==> src/rtl/rmw_pkg.sv <==
package rmw_pkg;

  typedef enum logic [2:0] {
    OP_INC = 3'd0,
    OP_DEC = 3'd1,
    OP_ASL = 3'd2,
    OP_LSR = 3'd3,
    OP_ROL = 3'd4,
    OP_ROR = 3'd5
  } rmw_op_e;

  typedef enum logic [1:0] {
    AM_REG  = 2'd0,
    AM_PAGE = 2'd1,
    AM_PIDX = 2'd2,
    AM_ABS  = 2'd3
  } amode_e;

  typedef enum logic [1:0] {
    TG_A = 2'd0,
    TG_X = 2'd1,
    TG_Y = 2'd2
  } tgt_e;

  typedef enum logic [2:0] {
    S_IDLE  = 3'd0,
    S_FLO   = 3'd1,
    S_FHI   = 3'd2,
    S_GAP   = 3'd3,
    S_LOAD  = 3'd4,
    S_STORE = 3'd5,
    S_REGOP = 3'd6
  } seq_state_e;

endpackage

==> src/rtl/rmw_decode.sv <==
module rmw_decode
  import rmw_pkg::*;
(
  input  logic [7:0] opcode,
  output logic       valid,
  output amode_e     mode,
  output rmw_op_e    op,
  output tgt_e       tgt
);

  always_comb begin
    valid = 1'b1;
    mode  = AM_REG;
    op    = OP_INC;
    tgt   = TG_A;
    case (opcode)
      // register forms
      8'hBC: begin op = OP_INC; tgt = TG_A; end
      8'h3D: begin op = OP_INC; tgt = TG_X; end
      8'hFC: begin op = OP_INC; tgt = TG_Y; end
      8'h9C: begin op = OP_DEC; tgt = TG_A; end
      8'h1D: begin op = OP_DEC; tgt = TG_X; end
      8'hDC: begin op = OP_DEC; tgt = TG_Y; end
      8'h1C: op = OP_ASL;
      8'h5C: op = OP_LSR;
      8'h3C: op = OP_ROL;
      8'h7C: op = OP_ROR;
      // page
      8'hAB: begin mode = AM_PAGE; op = OP_INC; end
      8'h8B: begin mode = AM_PAGE; op = OP_DEC; end
      8'h0B: begin mode = AM_PAGE; op = OP_ASL; end
      8'h4B: begin mode = AM_PAGE; op = OP_LSR; end
      8'h2B: begin mode = AM_PAGE; op = OP_ROL; end
      8'h6B: begin mode = AM_PAGE; op = OP_ROR; end
      // page indexed by X
      8'hBB: begin mode = AM_PIDX; op = OP_INC; end
      8'h9B: begin mode = AM_PIDX; op = OP_DEC; end
      8'h1B: begin mode = AM_PIDX; op = OP_ASL; end
      8'h5B: begin mode = AM_PIDX; op = OP_LSR; end
      8'h3B: begin mode = AM_PIDX; op = OP_ROL; end
      8'h7B: begin mode = AM_PIDX; op = OP_ROR; end
      // absolute
      8'hAC: begin mode = AM_ABS; op = OP_INC; end
      8'h8C: begin mode = AM_ABS; op = OP_DEC; end
      8'h0C: begin mode = AM_ABS; op = OP_ASL; end
      8'h4C: begin mode = AM_ABS; op = OP_LSR; end
      8'h2C: begin mode = AM_ABS; op = OP_ROL; end
      8'h6C: begin mode = AM_ABS; op = OP_ROR; end
      default: valid = 1'b0;
    endcase
  end

endmodule

==> src/rtl/rmw_alu.sv <==
module rmw_alu
  import rmw_pkg::*;
#(
  parameter int DW = 8
) (
  input  rmw_op_e        op,
  input  logic [DW-1:0]  din,
  input  logic           cin,
  output logic [DW-1:0]  dout,
  output logic           cout,
  output logic           nout,
  output logic           zout
);

  localparam logic [DW-1:0] ONE = DW'(1);

  always_comb begin
    dout = din;
    cout = cin;
    case (op)
      OP_INC: dout = din + ONE;
      OP_DEC: dout = din - ONE;
      OP_ASL: begin dout = {din[DW-2:0], 1'b0}; cout = din[DW-1]; end
      OP_LSR: begin dout = {1'b0, din[DW-1:1]}; cout = din[0];    end
      OP_ROL: begin dout = {din[DW-2:0], cin};  cout = din[DW-1]; end
      OP_ROR: begin dout = {cin, din[DW-1:1]};  cout = din[0];    end
      default: ;
    endcase
    nout = dout[DW-1];
    zout = (dout == '0);
  end

endmodule

==> src/rtl/rmw_agen.sv <==
module rmw_agen
  import rmw_pkg::*;
#(
  parameter int DW = 8,
  parameter int AW = 16
) (
  input  amode_e         mode,
  input  logic           pg,
  input  logic [DW-1:0]  lo,
  input  logic [DW-1:0]  hi,
  input  logic [DW-1:0]  idx,
  output logic [AW-1:0]  addr
);

  logic [DW-1:0] sum;

  // the index add stays inside DW bits so it wraps within the page
  assign sum = lo + idx;

  always_comb begin
    case (mode)
      AM_PAGE: addr = AW'({pg, lo});
      AM_PIDX: addr = AW'({pg, sum});
      AM_ABS:  addr = AW'({hi, lo});
      default: addr = '0;
    endcase
  end

endmodule

==> src/rtl/rmw_seq.sv <==
module rmw_seq
  import rmw_pkg::*;
#(
  parameter int DW = 8,
  parameter int AW = 16
) (
  input  logic          clk,
  input  logic          rst,
  input  logic          start,
  input  logic [7:0]    opcode,
  input  logic [AW-1:0] pc_in,
  input  logic [DW-1:0] a_in,
  input  logic [DW-1:0] x_in,
  input  logic [DW-1:0] y_in,
  input  logic          c_in,
  input  logic          p_in,
  output logic          busy,
  output logic          done,
  output logic          pc_step,
  output logic [AW-1:0] mem_addr,
  output logic          mem_rd,
  output logic          mem_wr,
  output logic [DW-1:0] mem_wdata,
  input  logic [DW-1:0] mem_rdata,
  output logic [DW-1:0] a_out,
  output logic [DW-1:0] x_out,
  output logic [DW-1:0] y_out,
  output logic          n_out,
  output logic          z_out,
  output logic          c_out
);

  localparam logic [AW-1:0] PC_NEXT = AW'(1);

  seq_state_e    st;
  amode_e        mode_q;
  rmw_op_e       op_q;
  tgt_e          tgt_q;
  logic [AW-1:0] pc_q;
  logic [DW-1:0] lo_q, hi_q, dat_q;
  logic [DW-1:0] a_q, x_q, y_q;
  logic          n_q, z_q, c_q, p_q;

  logic          dec_valid;
  amode_e        dec_mode;
  rmw_op_e       dec_op;
  tgt_e          dec_tgt;

  logic [DW-1:0] alu_in, alu_out;
  logic          alu_c, alu_n, alu_z;
  logic [AW-1:0] tgt_addr;

  rmw_decode u_dec (
    .opcode (opcode),
    .valid  (dec_valid),
    .mode   (dec_mode),
    .op     (dec_op),
    .tgt    (dec_tgt)
  );

  always_comb begin
    alu_in = dat_q;
    if (st == S_REGOP) begin
      case (tgt_q)
        TG_X:    alu_in = x_q;
        TG_Y:    alu_in = y_q;
        default: alu_in = a_q;
      endcase
    end
  end

  rmw_alu #(.DW(DW)) u_alu (
    .op   (op_q),
    .din  (alu_in),
    .cin  (c_q),
    .dout (alu_out),
    .cout (alu_c),
    .nout (alu_n),
    .zout (alu_z)
  );

  rmw_agen #(.DW(DW), .AW(AW)) u_agen (
    .mode (mode_q),
    .pg   (p_q),
    .lo   (lo_q),
    .hi   (hi_q),
    .idx  (x_q),
    .addr (tgt_addr)
  );

  always_ff @(posedge clk) begin
    if (rst) begin
      st     <= S_IDLE;
      mode_q <= AM_REG;
      op_q   <= OP_INC;
      tgt_q  <= TG_A;
      pc_q   <= '0;
      lo_q   <= '0;
      hi_q   <= '0;
      dat_q  <= '0;
      a_q    <= '0;
      x_q    <= '0;
      y_q    <= '0;
      n_q    <= 1'b0;
      z_q    <= 1'b0;
      c_q    <= 1'b0;
      p_q    <= 1'b0;
    end else begin
      case (st)
        S_IDLE: begin
          if (start && dec_valid) begin
            mode_q <= dec_mode;
            op_q   <= dec_op;
            tgt_q  <= dec_tgt;
            pc_q   <= pc_in;
            a_q    <= a_in;
            x_q    <= x_in;
            y_q    <= y_in;
            c_q    <= c_in;
            p_q    <= p_in;
            st     <= (dec_mode == AM_REG) ? S_REGOP : S_FLO;
          end
        end
        S_FLO: begin
          lo_q <= mem_rdata;
          case (mode_q)
            AM_PAGE: st <= S_LOAD;
            AM_PIDX: st <= S_GAP;
            default: st <= S_FHI;
          endcase
        end
        S_FHI: begin
          hi_q <= mem_rdata;
          st   <= S_LOAD;
        end
        S_GAP:  st <= S_LOAD;
        S_LOAD: begin
          dat_q <= mem_rdata;
          st    <= S_STORE;
        end
        S_STORE: begin
          n_q <= alu_n;
          z_q <= alu_z;
          c_q <= alu_c;
          st  <= S_IDLE;
        end
        S_REGOP: begin
          case (tgt_q)
            TG_X:    x_q <= alu_out;
            TG_Y:    y_q <= alu_out;
            default: a_q <= alu_out;
          endcase
          n_q <= alu_n;
          z_q <= alu_z;
          c_q <= alu_c;
          st  <= S_IDLE;
        end
        default: st <= S_IDLE;
      endcase
    end
  end

  always_comb begin
    case (st)
      S_FLO:           mem_addr = pc_q;
      S_FHI:           mem_addr = pc_q + PC_NEXT;
      S_LOAD, S_STORE: mem_addr = tgt_addr;
      default:         mem_addr = '0;
    endcase
  end

  assign mem_rd    = (st == S_FLO) || (st == S_FHI) || (st == S_LOAD);
  assign mem_wr    = (st == S_STORE);
  assign mem_wdata = (st == S_STORE) ? alu_out : '0;
  assign pc_step   = (st == S_FLO) || (st == S_FHI);
  assign done      = (st == S_STORE) || (st == S_REGOP);
  assign busy      = (st != S_IDLE);

  assign a_out = a_q;
  assign x_out = x_q;
  assign y_out = y_q;
  assign n_out = n_q;
  assign z_out = z_q;
  assign c_out = c_q;

endmodule

==> config.mk <==
export PLATFORM = sky130hd
export DESIGN_NAME = rmw_seq
export DESIGN_NICKNAME = d
export VERILOG_FILES = /design/src/rtl/rmw_pkg.sv /design/src/rtl/rmw_decode.sv /design/src/rtl/rmw_alu.sv /design/src/rtl/rmw_agen.sv /design/src/rtl/rmw_seq.sv
export SDC_FILE = /design/constraint.sdc
export NUM_CORES = 1
export LEC_CHECK = 0
export ABC_CLOCK_PERIOD_IN_PS = 11000
export BUFFER_PORTS_ARGS = -buffer_cell sky130_fd_sc_hd__buf_2
export CORE_MARGIN = 5
export CORE_UTILIZATION = 50
export CTS_BUF_LIST = sky130_fd_sc_hd__clkbuf_2
export DETAILED_ROUTE_END_ITERATION = 7
export HOLD_SLACK_MARGIN = 0.15
export PLACE_DENSITY = 0.75
export SYNTH_ARGS = -nofsm -noshare
export SYNTH_HDL_FRONTEND = slang
export SYNTH_SLANG_ARGS = --single-unit
export TNS_END_PERCENT = 1
==> constraint.sdc <==
create_clock -name clk -period 11 [get_ports clk]
set_input_delay 2.2 -clock clk [delete_from_list [all_inputs] [get_ports clk]]
set_output_delay 2.2 -clock clk [all_outputs]
set_load 0.005 [all_outputs]
==> results of run 1 <==
-- area by class of cell --
type / instances / area (sq um)
Clock buffer: 9 / 45.0
Clock inverter: 6 / 38.8
Fill cell: 995 / 4340
Inverter: 14 / 52.6
Multi-Input combinational cell: 551 / 3390
Sequential cell: 78 / 1560
Tap cell: 136 / 170
Timing Repair Buffer: 123 / 633
-- cell usage after synthesis, types with 7 or more instances --
master	instances	area, sq um
nand2_1	115	432
buf_2	9	45.0
dfxtp_1	78	1560
nor3_1	12	60.1
and2_1	7	43.8
xnor2_1	8	70.1
nand3_1	15	75.1
a21oi_1	53	265
xor2_1	8	70.1
a311oi_1	12	105
o22ai_1	9	56.3
o21ai_0	25	125
a22oi_1	18	135
a21o_1	10	75.1
inv_1	12	45.0
nand3b_1	9	67.6
mux2i_1	25	250
nor2_1	89	334
clkbuf_1	31	116
a211oi_1	10	75.1
nor2b_1	11	68.8
ha_1	16	200
-- per-stage QoR --
step,cells,utilization,setup WS (ns),cell area (sq um)
after floorplan,686,-,5.69,5180
after global placement,902,0.568,5.44,5810
after detailed placement,902,0.568,5.34,5810
after CTS,917,0.576,4.71,5890
after global routing,917,0.576,4.36,5890
final,917,0.576,4.68,5890
-- flip-flops by register name, indices dropped and copies added (netlist names) --
name / flops
pc_q: 16
a_out: 8
dat_q: 8
hi_q: 8
lo_q: 8
x_out: 8
y_out: 8
op_q: 3
st: 3
mode_q: 2
tgt_q: 2
c_out: 1
n_out: 1
p_q: 1
z_out: 1
-- placed cells by master (no fill, tap or decap), drive strengths merged, types with 5 or more instances in the layout --
cell    count
a211oi     10
a21o       10
a21oi      54
a221oi      6
a22oi      18
a311oi     13
and2        7
buf       123
clkbuf      9
dfxtp      78
ha         16
inv        14
mux2        5
mux2i      25
nand2     116
nand2b      6
nand3      15
nand3b     10
nand4       5
nor2       89
nor2b      11
nor3       13
o21ai      27
o22ai       9
o41ai       7
or3         6
xnor2       8
xor2        8
-- power groups by stage --
| stage | clock (mW) | combinational (mW) | sequential [mW] |
|---|---|---|---|
| floorplan | 0 | 0.182 | 0.335 |
| global placement | 0 | 0.244 | 0.354 |
| detailed placement | 0 | 0.250 | 0.354 |
| CTS | 0.135 | 0.251 | 0.348 |
| global route | 0.144 | 0.281 | 0.354 |
| finish | 0.132 | 0.254 | 0.349 |
-- path summary, 6_finish.rpt --
kind	startpoint	slack, ns	cells past startpoint	to
min	hi_q[3]$_SDFFE_PP0P_	0.48	2	hi_q[3]$_SDFFE_PP0P_
max reg2reg	tgt_q[0]$_SDFFE_PP0P_	7.06	13	a_out[6]$_SDFFE_PP0P_
min reg2reg	hi_q[3]$_SDFFE_PP0P_	0.48	2	hi_q[3]$_SDFFE_PP0P_
max	tgt_q[0]$_SDFFE_PP0P_	4.68	13	mem_wdata[6]
-- per-layer routing --
layer / up-vias / share of wire / wire length, um
met5: - / 0 / 0
met1: 2634 / 0.43 / 6930
li1: 2655 / - / -
met4: 0 / 0.024 / 379
met3: 35 / 0.069 / 1100
met2: 224 / 0.48 / 7610
-- worst max-delay path, stage by stage (launching register included) --
cell	delay, ns
dfxtp_1	0.40
inv_1	0.06
ha_1	0.48
a221oi_1	0.46
nor3_1	0.15
a21o_1	0.23
fa_1	0.45
a211oi_1	0.28
o21bai_1	0.12
a21oi_1	0.19
mux2i_1	0.10
nor3_1	0.38
and2_1	0.18
buf_2	0.11
-- logic make-up (layout without fill, tap and decap cells) --
logic type               after synthesis  in the layout  synth area share
XOR/XNOR                              16             16            0.0271
buffers and inverters                 57            152            0.0445
AND/OR/NAND/NOR                      298            298             0.266
AO/OA/AOI/OAI                        186            186             0.242
multiplexers                          33             33            0.0722
adder cells (fa/ha/maj)               18             18            0.0464
flip-flops                            78             78             0.302
==> flow_summary.yaml, run 1 <==
floorplanning:
  io_pins: 117
  row_count: 37
  dieArea_sq_um: 12500
  start_util: 0.506
  die_w_um: 112
  core_sq_um: 10200
  die_h_um: 112
synthesis:
  avgSynthCellArea_sq_um: 7.55
  synth_edf_count: 0
  synthArstFlopShare: 0
  ys_seq_area_frac: 0.302
  synth-seq-cells: 78
  yosys_warnings: 0
  synth_ff_type: "dfxtp_1"
  netlist_area_sq_um: 5180
  synth_cell_types: 69
  synthesis.instances: 686
  syn_nets: 765
critical_path:
  start_kind: "flip-flop"
  arrival_ns: 4.12
  path_class: "flip-flop to output port"
  cp_max_fo: 18
  timing.critical_path.to_type: "output port"
  cp.required_ns: 8.80
routing:
  drtAntennaViolNets: 0
  vias: 5548
  drt_pass1_iterations: 8
  wire_per_inst_um: 17.5
  drt_iter0_markers: 453
  drc: 0
  drt_wl_total_mm: 16.0
  viasPerCell: 6.05
job:
  maxCapViolCount: 0
global_routing:
  grt_pass1_wl_mm: 25.9
  grt_usage: 0.250
  grt_overflow: 0
  grt_max_degree: 84
  busiest_layer: "met2"
  met1_usage: 0.337
  met3_usage: 0.0484
  use_met2: 0.404
  antenna_found_initial: 0
  grt_pass1_vias: 5106
timing:
  hold_violations: 0
  timing.slew.headroom: 0.449
  max_freq_ghz: 0.158
  min_period_ns: 6.32
  slew_viol_final: 0
  finalSetupViolations: 0
  fin_setup_tns_ns: 0
  timing.hold.ws_ns: 0.478
  rsz0062_at_grt: "no"
  skew_ns: 0.0257
  tightest_slew_ns: 0.826
  period_share: 0.574
clock_tree:
  worstSkewPairLatency_ns: 0.53
  cts_root_buf: "clkbuf_2"
  cts_resized: 0
  post_cts_buffers: 0
  clock_path_buffers: 2
  cts_tree: "yes"
  cts_sinks: 78
  numCtsBuffers: 9
  path_clk_slew_ns: 0.23
  cts_hold_buf: 0
  cts-htree-levels: 3
finish:
  antenna_cells: 0
  layout-drive-gt1-share: 0.202
  nNetsFinal: 856
  areaGrowthSynthToFinish_pct: 13.7
power:
  pwr_density_cell_nw_per_um2: 125
  total_leakage_power_nw: 2.58
  comb_power_share: 0.345
  sw_frac_of_total: 0.406
  power.internal_mw: 0.437
  total_power_mw: 0.735
  ir_worst_vdd_mv: 0.0587
  clockPowerShare: 0.180
  power_frac_seq: 0.475
  power.switching_mw: 0.298
min_path:
  min_path_type: "flip-flop to flip-flop"
placed_design:
  place_congestion: 0.905
  port_buffers: 116
  place_hpwl_mm: 12.2
run_status:
  status: "finished clean"
Power figures use the tool's default switching activity.
==> inputs of run 2 (changes only) <==
- ABC_CLOCK_PERIOD_IN_PS: 11000 -> 5800
- PLACE_DENSITY: 0.75 -> 0.78
- clock period: 11 -> 5.8 ns (I/O delays scaled with it)
==> run 2 against run 1 <==
Total power is 99% higher. Core utilization is 0.40 points higher. First-iteration DRC count is 2.2% higher. Final area is 0.70% higher. Critical path depth stayed put. Sequential cell count stayed put. Count of clock-buffer cells in the layout stayed put. Worst hold slack worse by 0.0019 ns. Critical path type unchanged. Highest routed layer unchanged.
==> flow_summary.yaml, run 2 (synthesis gave the netlist of run 1 again) <==
critical_path:
  path_cells: "inv_1 > ha_1 > a221oi_1 > nor3_1 > a21o_1 > fa_1 > a211oi_1 > o21bai_1 > a21oi_1 > mux2i_1 > nor3_1 > and2_1 > buf_2"
  cp_max_fo: 18
  cpPeakStageDelay_ns: 0.48
  cp.required_ns: 4.64
  start_kind: "flip-flop"
  reg2reg_from: "tgt_q[0]$_SDFFE_PP0P_"
  crit_start: "tgt_q[0]$_SDFFE_PP0P_"
  timing.critical_path.to_type: "output port"
  arrival_ns: 4.16
  ff2ff_setup_slack_ns: 1.86
  slowest_stage: "ha_1"
  critPathMostFrequentCell: "nor3_1"
  path_class: "flip-flop to output port"
clock_tree:
  cts_resized: 0
  path_clk_slew_ns: 0.26
  worstSkewPairLatency_ns: 0.56
  cts_hold_buf: 0
  numCtsBuffers: 9
  cts_sinks: 78
  clock_path_buffers: 2
  post_cts_buffers: 0
  cts-htree-levels: 3
  cts_tree: "yes"
  cts_root_buf: "clkbuf_2"
routing:
  drtAntennaViolNets: 0
  drc: 0
  vias: 5602
  drt_pass1_iterations: 5
  viasPerCell: 6.10
  drt_iter0_markers: 463
  wire_per_inst_um: 17.5
  drt_wl_total_mm: 16.1
timing:
  finalSetupViolations: 0
  skew_ns: 0.0355
  tightest_slew_ns: 0.790
  period_share: 0.917
  hold_violations: 0
  fin_setup_tns_ns: 0
  min_period_ns: 5.32
  rsz0062_at_grt: "no"
  slew_viol_final: 0
  timing.hold.ws_ns: 0.476
  timing.slew.headroom: 0.473
  max_freq_ghz: 0.188
finish:
  final_common_cell: "buf_2"
  final_cell_mix: "buf_2, nand2_1, nor2_1"
  top_register: "pc_q"
  largest_reg_flops: 16
  nNetsFinal: 856
  layout-drive-gt1-share: 0.203
  areaGrowthSynthToFinish_pct: 14.5
  fillers: 957
global_routing:
  grt_usage: 0.252
  antenna_found_initial: 1
  grt_pass1_wl_mm: 25.9
  grt_max_degree: 72
  grt_overflow: 0
  grt_pass1_vias: 5110
power:
  ir_worst_vdd_mv: 0.124
  pwr_density_cell_nw_per_um2: 247
  total_leakage_power_nw: 2.60
floorplanning:
  core_sq_um: 10200
  die_h_um: 112
  die_w_um: 112
  row_count: 37
  io_pins: 117
  dieArea_sq_um: 12500
  start_util: 0.506
min_path:
  min_path_type: "flip-flop to flip-flop"
  hold_start: "hi_q[5]$_SDFFE_PP0P_"
placed_design:
  place_congestion: 0.886
  port_buffers: 116
  place_hpwl_mm: 12.3
run_status:
  status: "finished clean"
job:
  maxCapViolCount: 0
-- run 2: changes by cell type in the layout (fill, tap and decap cells not counted), sizes merged --
cell | before | now
inv | 14 | 17
clkinv | 4 | 2
bufinv | 0 | 1
clkinvlp | 2 | 1
diode | 0 | 1
-- run 2: per-stage QoR --
| stage | area [sq um] | power, mW | setup slack (ns) | std cells | utilization |
|---|---|---|---|---|---|
| 2_1_floorplan | 5180 | 0.980 | 1.53 | 686 | - |
| 3_5_place_dp | 5810 | 1.14 | 1.13 | 902 | 0.568 |
| 3_3_place_gp | 5810 | 1.13 | 1.29 | 902 | 0.568 |
| 6_report | 5930 | 1.46 | 0.483 | 919 | 0.580 |
| 4_1_cts | 5930 | 1.46 | 0.527 | 918 | 0.580 |
| 5_1_grt | 5930 | 1.55 | 0.211 | 919 | 0.580 |
-- run 2: path summary, 6_finish.rpt --
kind | to | cells after the start
worst min register to register | hi_q[5]$_SDFFE_PP0P_ | 2
worst max register to register | a_out[6]$_SDFFE_PP0P_ | 13
worst max-delay path | mem_wdata[6] | 13
worst min-delay path | hi_q[5]$_SDFFE_PP0P_ | 2
-- run 2: routing by layer --
layer	vias up	global-route usage	part of all wire
met5	-	0	0
met4	0	0.0876	0.023
met3	36	0.0424	0.078
met2	272	0.421	0.49
met1	2636	0.327	0.41
li1	2658	-	-
-- run 2: cell type report --
class	count	area, sq um	share of cell area
Antenna cell	1	2.50	0.000422
Clock buffer	9	45.0	0.00759
Clock inverter	7	77.6	0.0131
Inverter	14	52.6	0.00886
Multi-Input combinational cell	551	3390	0.571
Sequential cell	78	1560	0.263
Tap cell	136	170	0.0287
Timing Repair Buffer	123	633	0.107
-- run 2: worst max-delay path, delay by kind of cell (launching register included) --
family / cells / cell delay, ns
muxes: 1 / 0.10
AOI/OAI and AO/OA: 5 / 1.28
buffers and inverters: 2 / 0.16
and+or+nand+nor: 3 / 0.76
DFF: 1 / 0.40
adders and majority gates: 2 / 0.92
-- run 2: report_power, final --
part | total, mW | internal (mW) | leakage (nW) | switching [mW]
Combinational | 0.479 | 0.185 | 1.90 | 0.294
Sequential | 0.664 | 0.590 | 0.631 | 0.0740
Clock | 0.319 | 0.105 | 0.0737 | 0.214
==> inputs of run 3 (changes only) <==
- ABC_CLOCK_PERIOD_IN_PS: 5800 -> 6800
- CORE_MARGIN: 5 -> unset
- PLACE_DENSITY: 0.78 -> 0.75
- TNS_END_PERCENT: 1 -> 100
- clock period: 5.8 -> 6.8 ns (I/O delays scaled with it)
==> run 3 against run 2 <==
Global-route usage up 3.8 points. Register-to-register slack better by 0.85 ns. Sequential share of layout area up 0.26 points. Largest cell class unchanged.
==> flow_summary.yaml, run 3 (synthesis gave the netlist of run 1 again) <==
floorplanning:
  core_sq_um: 9910
  start_util: 0.523
  dieArea_sq_um: 10800
  die_h_um: 104
  io_pins: 117
  row_count: 36
  die_w_um: 104
clock_tree:
  clock_path_buffers: 2
  cts_tree: "yes"
  cts_root_buf: "clkbuf_2"
  path_clk_slew_ns: 0.23
  worstSkewPairLatency_ns: 0.54
  cts_resized: 0
  cts_sinks: 78
  post_cts_buffers: 0
  numCtsBuffers: 9
  cts_hold_buf: 0
  cts-htree-levels: 3
critical_path:
  ff2ff_setup_slack_ns: 2.71
  cpPeakStageDelay_ns: 0.70
  slowest_stage: "dfxtp_1"
  timing.critical_path.to_type: "output port"
  critPathMostFrequentCell: "a21o_1"
  cp.depth: 11
  arrival_ns: 4.42
  path_cells: "and3b_1 > buf_4 > mux2_2 > ha_1 > a21o_1 > a21o_1 > o41ai_2 > mux2i_1 > and4_4 > and2_1 > buf_2"
  cp.required_ns: 5.44
  crit_buf_inv: 2
  start_kind: "flip-flop"
  path_class: "flip-flop to output port"
  cp_top_family: "simple AND/OR/NAND/NOR gates"
  r2r_cells: 12
  cp_max_fo: 17
timing:
  finalSetupViolations: 0
  timing.hold.ws_ns: 0.473
  timing.slew.headroom: 0.380
  tightest_slew_ns: 0.928
  period_share: 0.850
  skew_ns: 0.0435
  hold_violations: 0
  slew_viol_final: 0
  fin_setup_tns_ns: 0
  min_period_ns: 5.78
  max_freq_ghz: 0.173
  rsz0062_at_grt: "no"
finish:
  instances_no_fill: 913
  final_common_cell: "buf_2"
  largest_reg_flops: 16
  antenna_cells: 0
  stdcell_area_sq_um: 5870
  areaGrowthSynthToFinish_pct: 13.4
  top_register: "pc_q"
  final_cell_mix: "buf_2, nand2_1, nor2_1"
  nNetsFinal: 854
  layout-drive-gt1-share: 0.199
routing:
  viasPerCell: 5.99
  wire_per_inst_um: 17.1
  drt_pass1_iterations: 5
  drt_iter0_markers: 443
  drc: 0
  drt_wl_total_mm: 15.6
  vias: 5467
  drtAntennaViolNets: 0
placed_design:
  place_congestion: 0.948
  place_hpwl_mm: 11.7
  placed_cells: 897
  port_buffers: 116
  dpl_cell_area_sq_um: 5790
job:
  maxCapViolCount: 0
global_routing:
  antenna_found_initial: 0
  grt_usage: 0.290
  grt_max_degree: 84
  grt_pass1_wl_mm: 25.4
  grt_overflow: 0
  grt_pass1_vias: 4980
run_status:
  status: "finished clean"
min_path:
  hold_depth: 2
  min_path_type: "flip-flop to flip-flop"
power:
  pwr_density_cell_nw_per_um2: 202
  ir_worst_vdd_mv: 0.129
  total_leakage_power_nw: 2.57
[run 3: changes by cell type in the layout (fill, tap and decap cells not counted)]
cell        change
inv_6           -3
buf_4           -2
clkinv_1        +2
bufinv_16       -1
clkbuf_2        +1
clkinvlp_4      +1
diode_2         -1
[run 3: per-layer routing]
| layer | vias to the layer above | routed length [um] | global-route usage |
|---|---|---|---|
| met3 | 18 | 949 | 0.0441 |
| met4 | 0 | 177 | 0.0765 |
| met1 | 2608 | 7160 | 0.408 |
| li1 | 2653 | - | - |
| met5 | - | 0 | 0 |
| met2 | 188 | 7310 | 0.461 |
[run 3: final timing paths]
check                                     startpoint               endpoint
worst max-delay path              st[2]$_SDFFE_PP0P_           mem_wdata[7]
worst min-delay path            hi_q[5]$_SDFFE_PP0P_   hi_q[5]$_SDFFE_PP0P_
worst max register to register    st[2]$_SDFFE_PP0P_  x_out[4]$_SDFFE_PP0P_
worst min register to register  hi_q[5]$_SDFFE_PP0P_   hi_q[5]$_SDFFE_PP0P_
[run 3: power breakdown]
part	internal, mW	switching, mW
clock	0.0476	0.173
sequential	0.503	0.0612
combinational	0.155	0.247
total	0.706	0.481
[run 3: area by class of cell]
cell class / instances / area [sq um]
Tap cell: 133 / 166
Inverter: 14 / 52.6
Clock inverter: 6 / 36.3
Fill cell: 986 / 4040
Multi-Input combinational cell: 551 / 3390
Sequential cell: 78 / 1560
Clock buffer: 10 / 50.0
Timing Repair Buffer: 121 / 618
[run 3: tightest hold or removal path: stages, from the launching register on]
cell,delay (ns)
dfxtp_1,0.36
nand2_1,0.05
a21oi_1,0.05
[run 3: through the flow]
stage          power, mW  setup WS (ns)  utilization
3_3_place_gp       0.957           1.77        0.584
5_1_grt             1.26          0.729        0.593
3_5_place_dp       0.969           1.63        0.584
2_1_floorplan      0.836           2.33            -
4_1_cts             1.19           1.01        0.593
6_report            1.19           1.02        0.593
